File: src/rtl/rx_ring_pkg.sv
package rx_ring_pkg;
  typedef enum logic [1:0] {ST_IDLE, ST_RUN, ST_HOLD} sel_st_e;
  localparam int unsigned SEL_LAT = 5;
  localparam int unsigned STG_W = $clog2(SEL_LAT);
endpackage

File: src/rtl/rx_ring_fit.sv
module rx_ring_fit #(
  parameter int unsigned N     = 4,
  parameter int unsigned LEN_W = 16
) (
  input  logic [LEN_W-1:0]   len_i,
  input  logic [N-1:0]       en_i,
  input  logic [N-1:0]       full_i,
  input  logic [N*LEN_W-1:0] max_i,
  output logic [N-1:0]       cand_o
);
  for (genvar g = 0; g < N; g++) begin : g_fit
    assign cand_o[g] = en_i[g] & ~full_i[g] & (max_i[g*LEN_W +: LEN_W] >= len_i);
  end
endmodule

File: src/rtl/rx_ring_pick.sv
module rx_ring_pick #(
  parameter int unsigned N     = 4,
  parameter int unsigned IDX_W = 2
) (
  input  logic [N-1:0]     cand_i,
  output logic             hit_o,
  output logic [IDX_W-1:0] idx_o
);
  // lowest index wins
  always_comb begin
    hit_o = 1'b0;
    idx_o = '0;
    for (int i = N - 1; i >= 0; i--) begin
      if (cand_i[i]) begin
        hit_o = 1'b1;
        idx_o = IDX_W'(i);
      end
    end
  end
endmodule

File: src/rtl/rx_ring_ptr.sv
module rx_ring_ptr #(
  parameter int unsigned ADDR_W = 32,
  parameter int unsigned STRIDE = 16
) (
  input  logic              clk_i,
  input  logic              rst_ni,
  input  logic              load_i,
  input  logic              adv_i,
  input  logic              wrap_i,
  input  logic [ADDR_W-1:0] base_i,
  output logic [ADDR_W-1:0] ptr_o
);
  always_ff @(posedge clk_i or negedge rst_ni) begin
    if (!rst_ni) ptr_o <= '0;
    else if (load_i) ptr_o <= base_i;
    else if (adv_i) ptr_o <= wrap_i ? base_i : ptr_o + ADDR_W'(STRIDE);
  end
endmodule

File: src/rtl/rx_ring_ctrl.sv
module rx_ring_ctrl
  import rx_ring_pkg::*;
#(
  parameter int unsigned N      = 4,
  parameter int unsigned LEN_W  = 16,
  parameter int unsigned ADDR_W = 32,
  parameter int unsigned IDX_W  = 2
) (
  input  logic              clk_i,
  input  logic              rst_ni,
  input  logic              dma_en_i,
  input  logic              frame_rdy_i,
  input  logic [LEN_W-1:0]  frame_len_i,
  input  logic              init_req_i,
  input  logic              sel_ack_i,
  input  logic [N-1:0]      cand_i,
  input  logic              hit_i,
  input  logic [IDX_W-1:0]  idx_i,
  input  logic [ADDR_W-1:0] idx_ptr_i,
  output logic [LEN_W-1:0]  len_o,
  output logic [N-1:0]      cand_o,
  output logic [IDX_W-1:0]  idx_o,
  output logic [N-1:0]      load_o,
  output logic              adv_o,
  output logic              valid_o,
  output logic              no_buf_o,
  output logic              init_done_o,
  output logic [ADDR_W-1:0] addr_o
);
  sel_st_e          st_q;
  logic [STG_W-1:0] stg_q;
  logic             hit_q;
  logic             pend_q;
  logic [LEN_W-1:0] pend_len_q;
  logic             busy_q;
  logic [IDX_W-1:0] icnt_q;
  logic             go;

  assign go = (st_q == ST_IDLE) && init_done_o && !busy_q && dma_en_i
              && (frame_rdy_i || pend_q);
  assign adv_o = (st_q == ST_HOLD) && sel_ack_i;

  always_comb begin
    load_o = '0;
    if (busy_q) load_o[icnt_q] = 1'b1;
  end

  // init sequencer: one ring per cycle
  always_ff @(posedge clk_i or negedge rst_ni) begin
    if (!rst_ni) begin
      busy_q      <= 1'b0;
      icnt_q      <= '0;
      init_done_o <= 1'b0;
    end else if (init_req_i) begin
      busy_q      <= 1'b1;
      icnt_q      <= '0;
      init_done_o <= 1'b0;
    end else if (busy_q) begin
      icnt_q <= icnt_q + 1'b1;
      if (icnt_q == IDX_W'(N - 1)) begin
        busy_q      <= 1'b0;
        init_done_o <= 1'b1;
      end
    end
  end

  // deferred frame
  always_ff @(posedge clk_i or negedge rst_ni) begin
    if (!rst_ni) begin
      pend_q     <= 1'b0;
      pend_len_q <= '0;
    end else if (go) begin
      pend_q <= 1'b0;
    end else if (frame_rdy_i) begin
      pend_q     <= 1'b1;
      pend_len_q <= frame_len_i;
    end
  end

  always_ff @(posedge clk_i or negedge rst_ni) begin
    if (!rst_ni) begin
      st_q     <= ST_IDLE;
      stg_q    <= '0;
      len_o    <= '0;
      cand_o   <= '0;
      hit_q    <= 1'b0;
      idx_o    <= '0;
      addr_o   <= '0;
      valid_o  <= 1'b0;
      no_buf_o <= 1'b0;
    end else begin
      no_buf_o <= 1'b0;
      case (st_q)
        ST_IDLE: begin
          if (go) begin
            len_o <= pend_q ? pend_len_q : frame_len_i;
            stg_q <= '0;
            st_q  <= ST_RUN;
          end
        end
        ST_RUN: begin
          stg_q <= stg_q + 1'b1;
          case (stg_q)
            STG_W'(0): cand_o <= cand_i;
            STG_W'(1): begin
              hit_q <= hit_i;
              idx_o <= idx_i;
            end
            STG_W'(2): addr_o <= idx_ptr_i;
            default: ;
          endcase
          if (stg_q == STG_W'(SEL_LAT - 1)) begin
            if (hit_q) begin
              valid_o <= 1'b1;
              st_q    <= ST_HOLD;
            end else begin
              no_buf_o <= 1'b1;
              st_q     <= ST_IDLE;
            end
          end
        end
        ST_HOLD: begin
          if (sel_ack_i) begin
            valid_o <= 1'b0;
            st_q    <= ST_IDLE;
          end
        end
        default: st_q <= ST_IDLE;
      endcase
    end
  end
endmodule

File: src/rtl/rx_ring_sel.sv
module rx_ring_sel #(
  parameter int unsigned N      = 4,
  parameter int unsigned LEN_W  = 16,
  parameter int unsigned ADDR_W = 32,
  parameter int unsigned STRIDE = 16,
  localparam int unsigned IDX_W = (N > 1) ? $clog2(N) : 1
) (
  input  logic                clk_i,
  input  logic                rst_ni,
  input  logic                dma_en_i,
  input  logic                frame_rdy_i,
  input  logic [LEN_W-1:0]    frame_len_i,
  input  logic [N-1:0]        ring_en_i,
  input  logic [N-1:0]        ring_full_i,
  input  logic [N-1:0]        ring_last_i,
  input  logic [N*LEN_W-1:0]  ring_max_i,
  input  logic [N*ADDR_W-1:0] base_ptr_i,
  input  logic                init_req_i,
  input  logic                sel_ack_i,
  output logic                sel_valid_o,
  output logic [IDX_W-1:0]    sel_ring_o,
  output logic [ADDR_W-1:0]   sel_addr_o,
  output logic                no_buf_o,
  output logic                init_done_o
);
  logic [LEN_W-1:0]  len_q;
  logic [N-1:0]      cand, cand_q, load;
  logic              hit, adv;
  logic [IDX_W-1:0]  pick_idx;
  logic [ADDR_W-1:0] ptr [N];
  logic [ADDR_W-1:0] idx_ptr;

  rx_ring_fit #(.N(N), .LEN_W(LEN_W)) u_fit (
    .len_i(len_q), .en_i(ring_en_i), .full_i(ring_full_i),
    .max_i(ring_max_i), .cand_o(cand)
  );

  rx_ring_pick #(.N(N), .IDX_W(IDX_W)) u_pick (
    .cand_i(cand_q), .hit_o(hit), .idx_o(pick_idx)
  );

  for (genvar g = 0; g < N; g++) begin : g_ring
    rx_ring_ptr #(.ADDR_W(ADDR_W), .STRIDE(STRIDE)) u_ptr (
      .clk_i(clk_i), .rst_ni(rst_ni), .load_i(load[g]),
      .adv_i(adv && (sel_ring_o == IDX_W'(g))),
      .wrap_i(ring_last_i[g]),
      .base_i(base_ptr_i[g*ADDR_W +: ADDR_W]),
      .ptr_o(ptr[g])
    );
  end

  always_comb begin
    idx_ptr = '0;
    for (int i = 0; i < N; i++)
      if (sel_ring_o == IDX_W'(i)) idx_ptr = ptr[i];
  end

  rx_ring_ctrl #(.N(N), .LEN_W(LEN_W), .ADDR_W(ADDR_W), .IDX_W(IDX_W)) u_ctrl (
    .clk_i(clk_i), .rst_ni(rst_ni), .dma_en_i(dma_en_i),
    .frame_rdy_i(frame_rdy_i), .frame_len_i(frame_len_i),
    .init_req_i(init_req_i), .sel_ack_i(sel_ack_i),
    .cand_i(cand), .hit_i(hit), .idx_i(pick_idx), .idx_ptr_i(idx_ptr),
    .len_o(len_q), .cand_o(cand_q), .idx_o(sel_ring_o), .load_o(load),
    .adv_o(adv), .valid_o(sel_valid_o), .no_buf_o(no_buf_o),
    .init_done_o(init_done_o), .addr_o(sel_addr_o)
  );
endmodule

File: config.mk
export PLATFORM = sky130hd
export DESIGN_NAME = rx_ring_sel
export DESIGN_NICKNAME = d
export VERILOG_FILES = /design/src/rtl/rx_ring_pkg.sv /design/src/rtl/rx_ring_fit.sv /design/src/rtl/rx_ring_pick.sv /design/src/rtl/rx_ring_ptr.sv /design/src/rtl/rx_ring_ctrl.sv /design/src/rtl/rx_ring_sel.sv
export SDC_FILE = /design/constraint.sdc
export NUM_CORES = 1
export LEC_CHECK = 0
export ABC_CLOCK_PERIOD_IN_PS = 2400
export CAP_MARGIN = 10
export CORE_MARGIN = 8
export CORE_UTILIZATION = 54
export CTS_BUF_LIST = sky130_fd_sc_hd__clkbuf_8
export DETAILED_ROUTE_END_ITERATION = 10
export PLACE_DENSITY = 0.94
export SLEW_MARGIN = 20
export SYNTH_ARGS = -nofsm -noshare
export SYNTH_HDL_FRONTEND = slang
export SYNTH_SLANG_ARGS = --single-unit
File: constraint.sdc
create_clock -name clk_i -period 2.4 [get_ports clk_i]
set_input_delay 0.24 -clock clk_i [delete_from_list [all_inputs] [get_ports clk_i]]
set_output_delay 0.24 -clock clk_i [all_outputs]
set_load 0.02 [all_outputs]
==> metrics, run 1 <==
Final Cell Area=0.0176 mm^2; H-tree levels=2; Req. time, crit path=2.82 ns; peak supply drop=0.586 mV; via/cell ratio=6.65; initial drt markers=1856; Synth area leader=dfrtp_1; nets=2046; Worst slew margin=48.3%; CP max FO=9; Inst Count DP=2028; total grt overflow=0; port buffer count=262; vias=13959; WL final=51700 um; Hold Slack=0.246 ns; initial antenna violation count=8; Hold Violations, Final=0; fin cells=2100; Multi-input gate area=0.00768 mm^2; Die H=173 um; HPWL after DPL=39600 um; Max Slew Vio Count=0; Yosys top cell area share=39.4%; count of flip-flops with a built-in enable after synthesis=0; Critical Path End Type=flip-flop; Clock Pin Slew Worst Setup and Hold Paths=0.07 ns; Clk pwr share=20.1%; synth unique cells=76; max cap viols=0; Max Freq=0.442 GHz; Int Pwr=0.00967 W; clk_lat worst skew=0.56 ns; Switching Share=42.1%; Tightest Pin Transition=0.756 ns; Tightest Hold Check Type=input pin to flip-flop; leakage=7.40 nW; Tot GR Track Use=33.4%; HP Start=base_ptr_i[71]; row cnt=57; Post-Syn Instances=1423; Critical path origin=u_ctrl.st_q[1]; Die ar.=0.0301 mm^2; gpl congestion=0.979; Die Wd=173 um; Worst Hold Depth=3; sequential share of power=41.4%; largest cells by area after synthesis=dfrtp_1, ha_1, mux4_2; WHS Endpoint=g_ring[2].u_ptr.ptr_o[7]; Core Region=0.0243 mm^2; Initial Utilization=55.1%; Routed Antenna Nets=0; RR Startpoint=u_ctrl.st_q[1]; WL per Instance=24.6 um; Fillers=1736; residual DRC count=0; proportion of layout cells with a drive suffix above 1=14.4%; Fin Setup TNS=0 ns; synth-to-layout area growth=31.3%; Combinational Power Share=38.5%; pin count of the biggest net entering global routing=73; Synth Cell Area=0.0134 mm^2; vias in the first global route=13876; setup ws final=0.137 ns; yosys warns=0; FF+latch count, synth=211; synthesized area per cell=9.41 um^2; Max Clock Skew=0.0360 ns; drt pass-1 iters=8; R2R depth=6; Reg2Reg Setup Slack=0.14 ns; top-count cell post-synth=dfrtp_1; PwrDens=950 mW/mm^2; crit path kind=flip-flop to flip-flop; status=finished, final reports clean; CTS tree=done; Commonest cells post-synth=dfrtp_1, nand2_1, a21oi_1, nor2_1, nand3_1; Post-DP Area=0.0168 mm^2; ys flop type=dfrtp_1; CTS root buffer=clkbuf_8; Top Ports=263; ys async rst share=100%; unrepaired setup endpoints after global routing=no; CTS Buf Count=37; syn_nets=1725; CTS Buffer Depth=3; Worst R2R End=u_ctrl.cand_o[2]; Tmin final=2.26 ns; Resized cells post-CTS=0; Reg area=0.00528 mm^2; first-pass GRT wire length=79600 um; Net Sw Power=0.00703 W; pre-CTS setup slack=0.0614 ns; ratio of final minimum period to clock period=94.3%; Critical Path AT=2.68 ns; register area share after synthesis=39.4%; Clock Sinks=211; Critical Path Start Type=flip-flop; final setup fails=0
[worst max-delay path by stage]
stage	slack, ns	endpoint
floorplan	0.28	u_ctrl.addr_o[8]
global placement	0.16	g_ring[3].u_ptr.ptr_o[20]
detailed placement	0.06	g_ring[3].u_ptr.ptr_o[20]
CTS	0.15	sel_ring_o[0]
global route	0.05	g_ring[0].u_ptr.ptr_o[28]
finish	0.14	u_ctrl.cand_o[2]
[power by group through the flow]
| stage | Combinational [W] | Clock, W | Sequential (W) |
|---|---|---|---|
| 2_1_floorplan | 0.00370 | 0 | 0.00623 |
| 3_3_place_gp | 0.00598 | 0 | 0.00678 |
| 3_5_place_dp | 0.00623 | 0 | 0.00685 |
| 4_1_cts | 0.00631 | 0.00337 | 0.00680 |
| 5_1_grt | 0.00696 | 0.00353 | 0.00701 |
| 6_report | 0.00642 | 0.00336 | 0.00692 |
[flip-flops by register name, summed over array words and instances, names as in the netlist, 2 cells and up]
signal	cells
u_ctrl.len_o	16
u_ctrl.icnt_q	2
u_ctrl.idx_o	2
u_ctrl.st_q	2
u_ctrl.pend_len_q	16
u_ctrl.stg_q	3
g_ring.u_ptr.ptr_o	128
u_ctrl.addr_o	32
u_ctrl.cand_o	4
[metal layers]
layer | global-route usage, % | part of all wire [%] | vias up
met2 | 54.1 | 47 | 991
met1 | 40.2 | 36 | 6681
met4 | 17.2 | 5.6 | 8
met5 | 0 | 0.091 | -
li1 | - | - | 6065
met3 | 9.32 | 12 | 214
[layout by cell type (no fill, tap or decap), types with 8 or more instances in the layout]
| cell | instances |
|---|---|
| clkinv_2 | 9 |
| a31oi_1 | 10 |
| a22oi_1 | 25 |
| mux4_2 | 32 |
| o22ai_1 | 30 |
| nand2_1 | 172 |
| a2111oi_0 | 8 |
| clkbuf_8 | 45 |
| dfrtp_1 | 210 |
| nor4_1 | 13 |
| nor2_1 | 112 |
| inv_1 | 47 |
| nand3_1 | 82 |
| o211ai_1 | 9 |
| clkdlybuf4s50_1 | 261 |
| and3_1 | 31 |
| mux2i_1 | 28 |
| a32oi_1 | 8 |
| or3_1 | 10 |
| buf_4 | 81 |
| and2_1 | 10 |
| mux2_2 | 48 |
| nor3_1 | 29 |
| a21o_1 | 9 |
| o21ai_0 | 61 |
| a2bb2oi_1 | 8 |
| a21oi_1 | 120 |
| ha_1 | 76 |
| nand4_1 | 48 |
[kinds of logic (layout without fill, tap and decap cells)]
| kind of cell | after synthesis | in the layout | share of synthesized area, % |
|---|---|---|---|
| adder cells (fa/ha/maj) | 76 | 76 | 7.10 |
| AO/OA/AOI/OAI | 358 | 358 | 17.0 |
| XOR/XNOR | 6 | 6 | 0.392 |
| multiplexers | 108 | 108 | 11.5 |
| buffers and inverters | 102 | 451 | 3.23 |
| other | 0 | 4 | 0 |
| flip-flops | 211 | 211 | 39.4 |
| AND/OR/NAND/NOR | 562 | 562 | 21.3 |
[cell type report]
class / count / share of cell area (%)
Timing Repair Buffer: 349 / 19.0
Clock inverter: 23 / 0.726
Antenna cell: 4 / 0.0569
Inverter: 35 / 0.747
Sequential cell: 211 / 30.0
Tap cell: 324 / 2.30
Clock buffer: 44 / 3.44
Multi-Input combinational cell: 1110 / 43.7
[repair_timing]
action | 4_1_cts | 5_1_grt
hold buffers | 1 | 0
setup endpoints to repair | 0 | 0
setup buffers | 0 | 0
endpoints found under the hold margin | 68 | 0
[through the flow]
stage,util [%],power [W]
2_1_floorplan,-,0.00993
5_1_grt,72.3,0.0175
4_1_cts,72.3,0.0165
3_3_place_gp,69.2,0.0128
3_5_place_dp,69.2,0.0131
6_report,72.3,0.0167
[critical path, cell delays in order, from the launching register on]
cell       delay, ns
dfrtp_1         0.49
nand2b_1        0.34
nor2_2          0.19
nand2_1         0.20
a2111oi_0       0.65
buf_4           0.22
a22oi_1         0.06
(Power assumes the default switching activity.)
==> run 2: changes to the inputs <==
--- a/config.mk
+++ b/config.mk
@@ -12,7 +12,7 @@
 export CTS_BUF_LIST = sky130_fd_sc_hd__clkbuf_8
 export DETAILED_ROUTE_END_ITERATION = 10
 export PLACE_DENSITY = 0.94
-export SLEW_MARGIN = 20
+export RECOVER_POWER = 100
 export SYNTH_ARGS = -nofsm -noshare
 export SYNTH_HDL_FRONTEND = slang
 export SYNTH_SLANG_ARGS = --single-unit
==> metrics, run 2 (synthesis results as in run 1) <==
Biggest register=g_ring.u_ptr.ptr_o; vias in the first global route=13876; proportion of layout cells with a drive suffix above 1=13.3%; Hold Violations, Final=0; Multi-input gate area=0.00763 mm^2; Tmin final=2.31 ns; most used routing layer in global routing=met2; final setup fails=0; Core Region=0.0243 mm^2; Post-DP Area=0.0168 mm^2; initial antenna violation count=8; ratio of final minimum period to clock period=96.1%; CTS Buf Count=37; Clock Sinks=211; Resized cells post-CTS=0; Final Power=0.0165 W; Critical-path top delay cell=clkdlybuf4s50_1; Routed Antenna Nets=0; CTS Buffer Depth=3; Die H=173 um; Top Ports=263; CTS tree=done; Worst slew margin=-18.2%; max FFs per register=128; CP max FO=25; met2 GRT Util=54.1%; clk_lat worst skew=0.56 ns; drt pass-1 iters=7; Critical Path AT=2.07 ns; setup ws final=0.0927 ns; Max Freq=0.433 GHz; Tightest Pin Transition=1.77 ns; Clock Pin Slew Worst Setup and Hold Paths=0.07 ns; Hold Slack=0.243 ns; Die ar.=0.0301 mm^2; Reg area=0.00528 mm^2; Fillers=1782; Fin Setup TNS=0 ns; Largest regs=g_ring.u_ptr.ptr_o: 128 flops, u_ctrl.addr_o: 32 flops; Post-CTS Repair Setup Buffers=0; Top delay family on crit path=buffers and inverters; synth-to-layout area growth=30.1%; most common cell after layout, fill and taps aside=clkdlybuf4s50_1; Critical Path Start Type=flip-flop; Tightest Hold Check Type=input pin to flip-flop; max cap viols=1; Worst Path Buf+Inv=2; total grt overflow=0; slowest cell delay on critical path=0.71 ns; Die Wd=173 um; most frequent cells in the layout=clkdlybuf4s50_1, dfrtp_1, nand2_1; initial drt markers=1998; crit path kind=flip-flop to output port; pre-CTS setup slack=0.0614 ns; Critical Path End Type=output port; gpl congestion=0.979; pin count of the biggest net entering global routing=73; vias=13898; HPWL after DPL=39600 um; unrepaired setup endpoints after global routing=no; Final Cell Area=0.0174 mm^2; residual DRC count=0; WL per Instance=24.7 um; H-tree levels=2; WL final=51800 um; global routing usage on met1=40.2%; status=complete, but fails checks; Req. time, crit path=2.16 ns; Initial Utilization=55.1%; Max Slew Vio Count=73; via/cell ratio=6.62; peak supply drop=0.584 mV; failing checks=capacitance limit, slew limit; first-pass GRT wire length=79600 um; hold_buf cts=1; nets=2046; crit path cell chain=clkbuf_4, clkdlybuf4s50_1; met3 Usage GRT=9.32%; row cnt=57; PwrDens=950 mW/mm^2; CTS root buffer=clkbuf_8; Max Clock Skew=0.0325 ns; Tot GR Track Use=33.4%; leakage=7.38 nW; port buffer count=262
[run 2: cell types whose count changed in the layout (fill, tap and decap cells not counted), moves of 3 or more]
| cell | delta |
|---|---|
| clkbuf_4 | +3 |
| clkbuf_2 | +7 |
| and2_1 | -3 |
| o21ai_0 | +5 |
| clkbuf_1 | +12 |
| buf_4 | -20 |
| o21ai_1 | -3 |
| dlygate4sd3_1 | +35 |
| buf_12 | -4 |
| and2_0 | +3 |
| clkdlybuf4s50_1 | -35 |
[run 2: layer usage]
metal / vias to the layer above / part of all wire, %
met2: 975 / 46
met3: 223 / 12
met5: - / 0.11
li1: 6045 / -
met4: 10 / 5.8
met1: 6645 / 36
[run 2: through the flow]
| stage | instances | util, % |
|---|---|---|
| 2_1_floorplan | 1423 | - |
| 6_report | 2098 | 71.6 |
| 4_1_cts | 2096 | 72.3 |
| 5_1_grt | 2098 | 71.6 |
| 3_5_place_dp | 2028 | 69.2 |
| 3_3_place_gp | 2028 | 69.2 |
[run 2: worst paths after layout]
kind                       cells after the start                startpoint  slack [ns]                         to
max                                            2           u_ctrl.idx_o[1]        0.09              sel_ring_o[1]
min                                            3            base_ptr_i[97]        0.24   g_ring[3].u_ptr.ptr_o[1]
max reg2reg                                    5  g_ring[2].u_ptr.ptr_o[8]        0.17  g_ring[2].u_ptr.ptr_o[29]
min reg2reg                                    2  g_ring[3].u_ptr.ptr_o[0]        0.47   g_ring[3].u_ptr.ptr_o[0]
max in group asynchronous                      3                    rst_ni        0.41            u_ctrl.idx_o[0]
min in group asynchronous                      2                    rst_ni        0.71  g_ring[2].u_ptr.ptr_o[30]
[run 2: worst min-delay path: cells and delay by family]
family / cells / cell delay [ns]
AND/OR/NAND/NOR: 2 / 0.10
buffers and inverters: 1 / 0.41
[run 2: final cells by class]
type | instances | share of cell area [%]
Timing Repair Buffer | 349 | 18.5
Sequential cell | 211 | 30.3
Inverter | 35 | 0.754
Antenna cell | 2 | 0.0287
Multi-Input combinational cell | 1110 | 43.8
Tap cell | 324 | 2.33
Clock inverter | 23 | 0.733
Clock buffer | 44 | 3.48
[run 2: power by group]
part           total [W]  switching (W)  internal [W]
Combinational    0.00627        0.00339       0.00288
Clock            0.00337        0.00159       0.00178
Sequential       0.00690        0.00202       0.00488
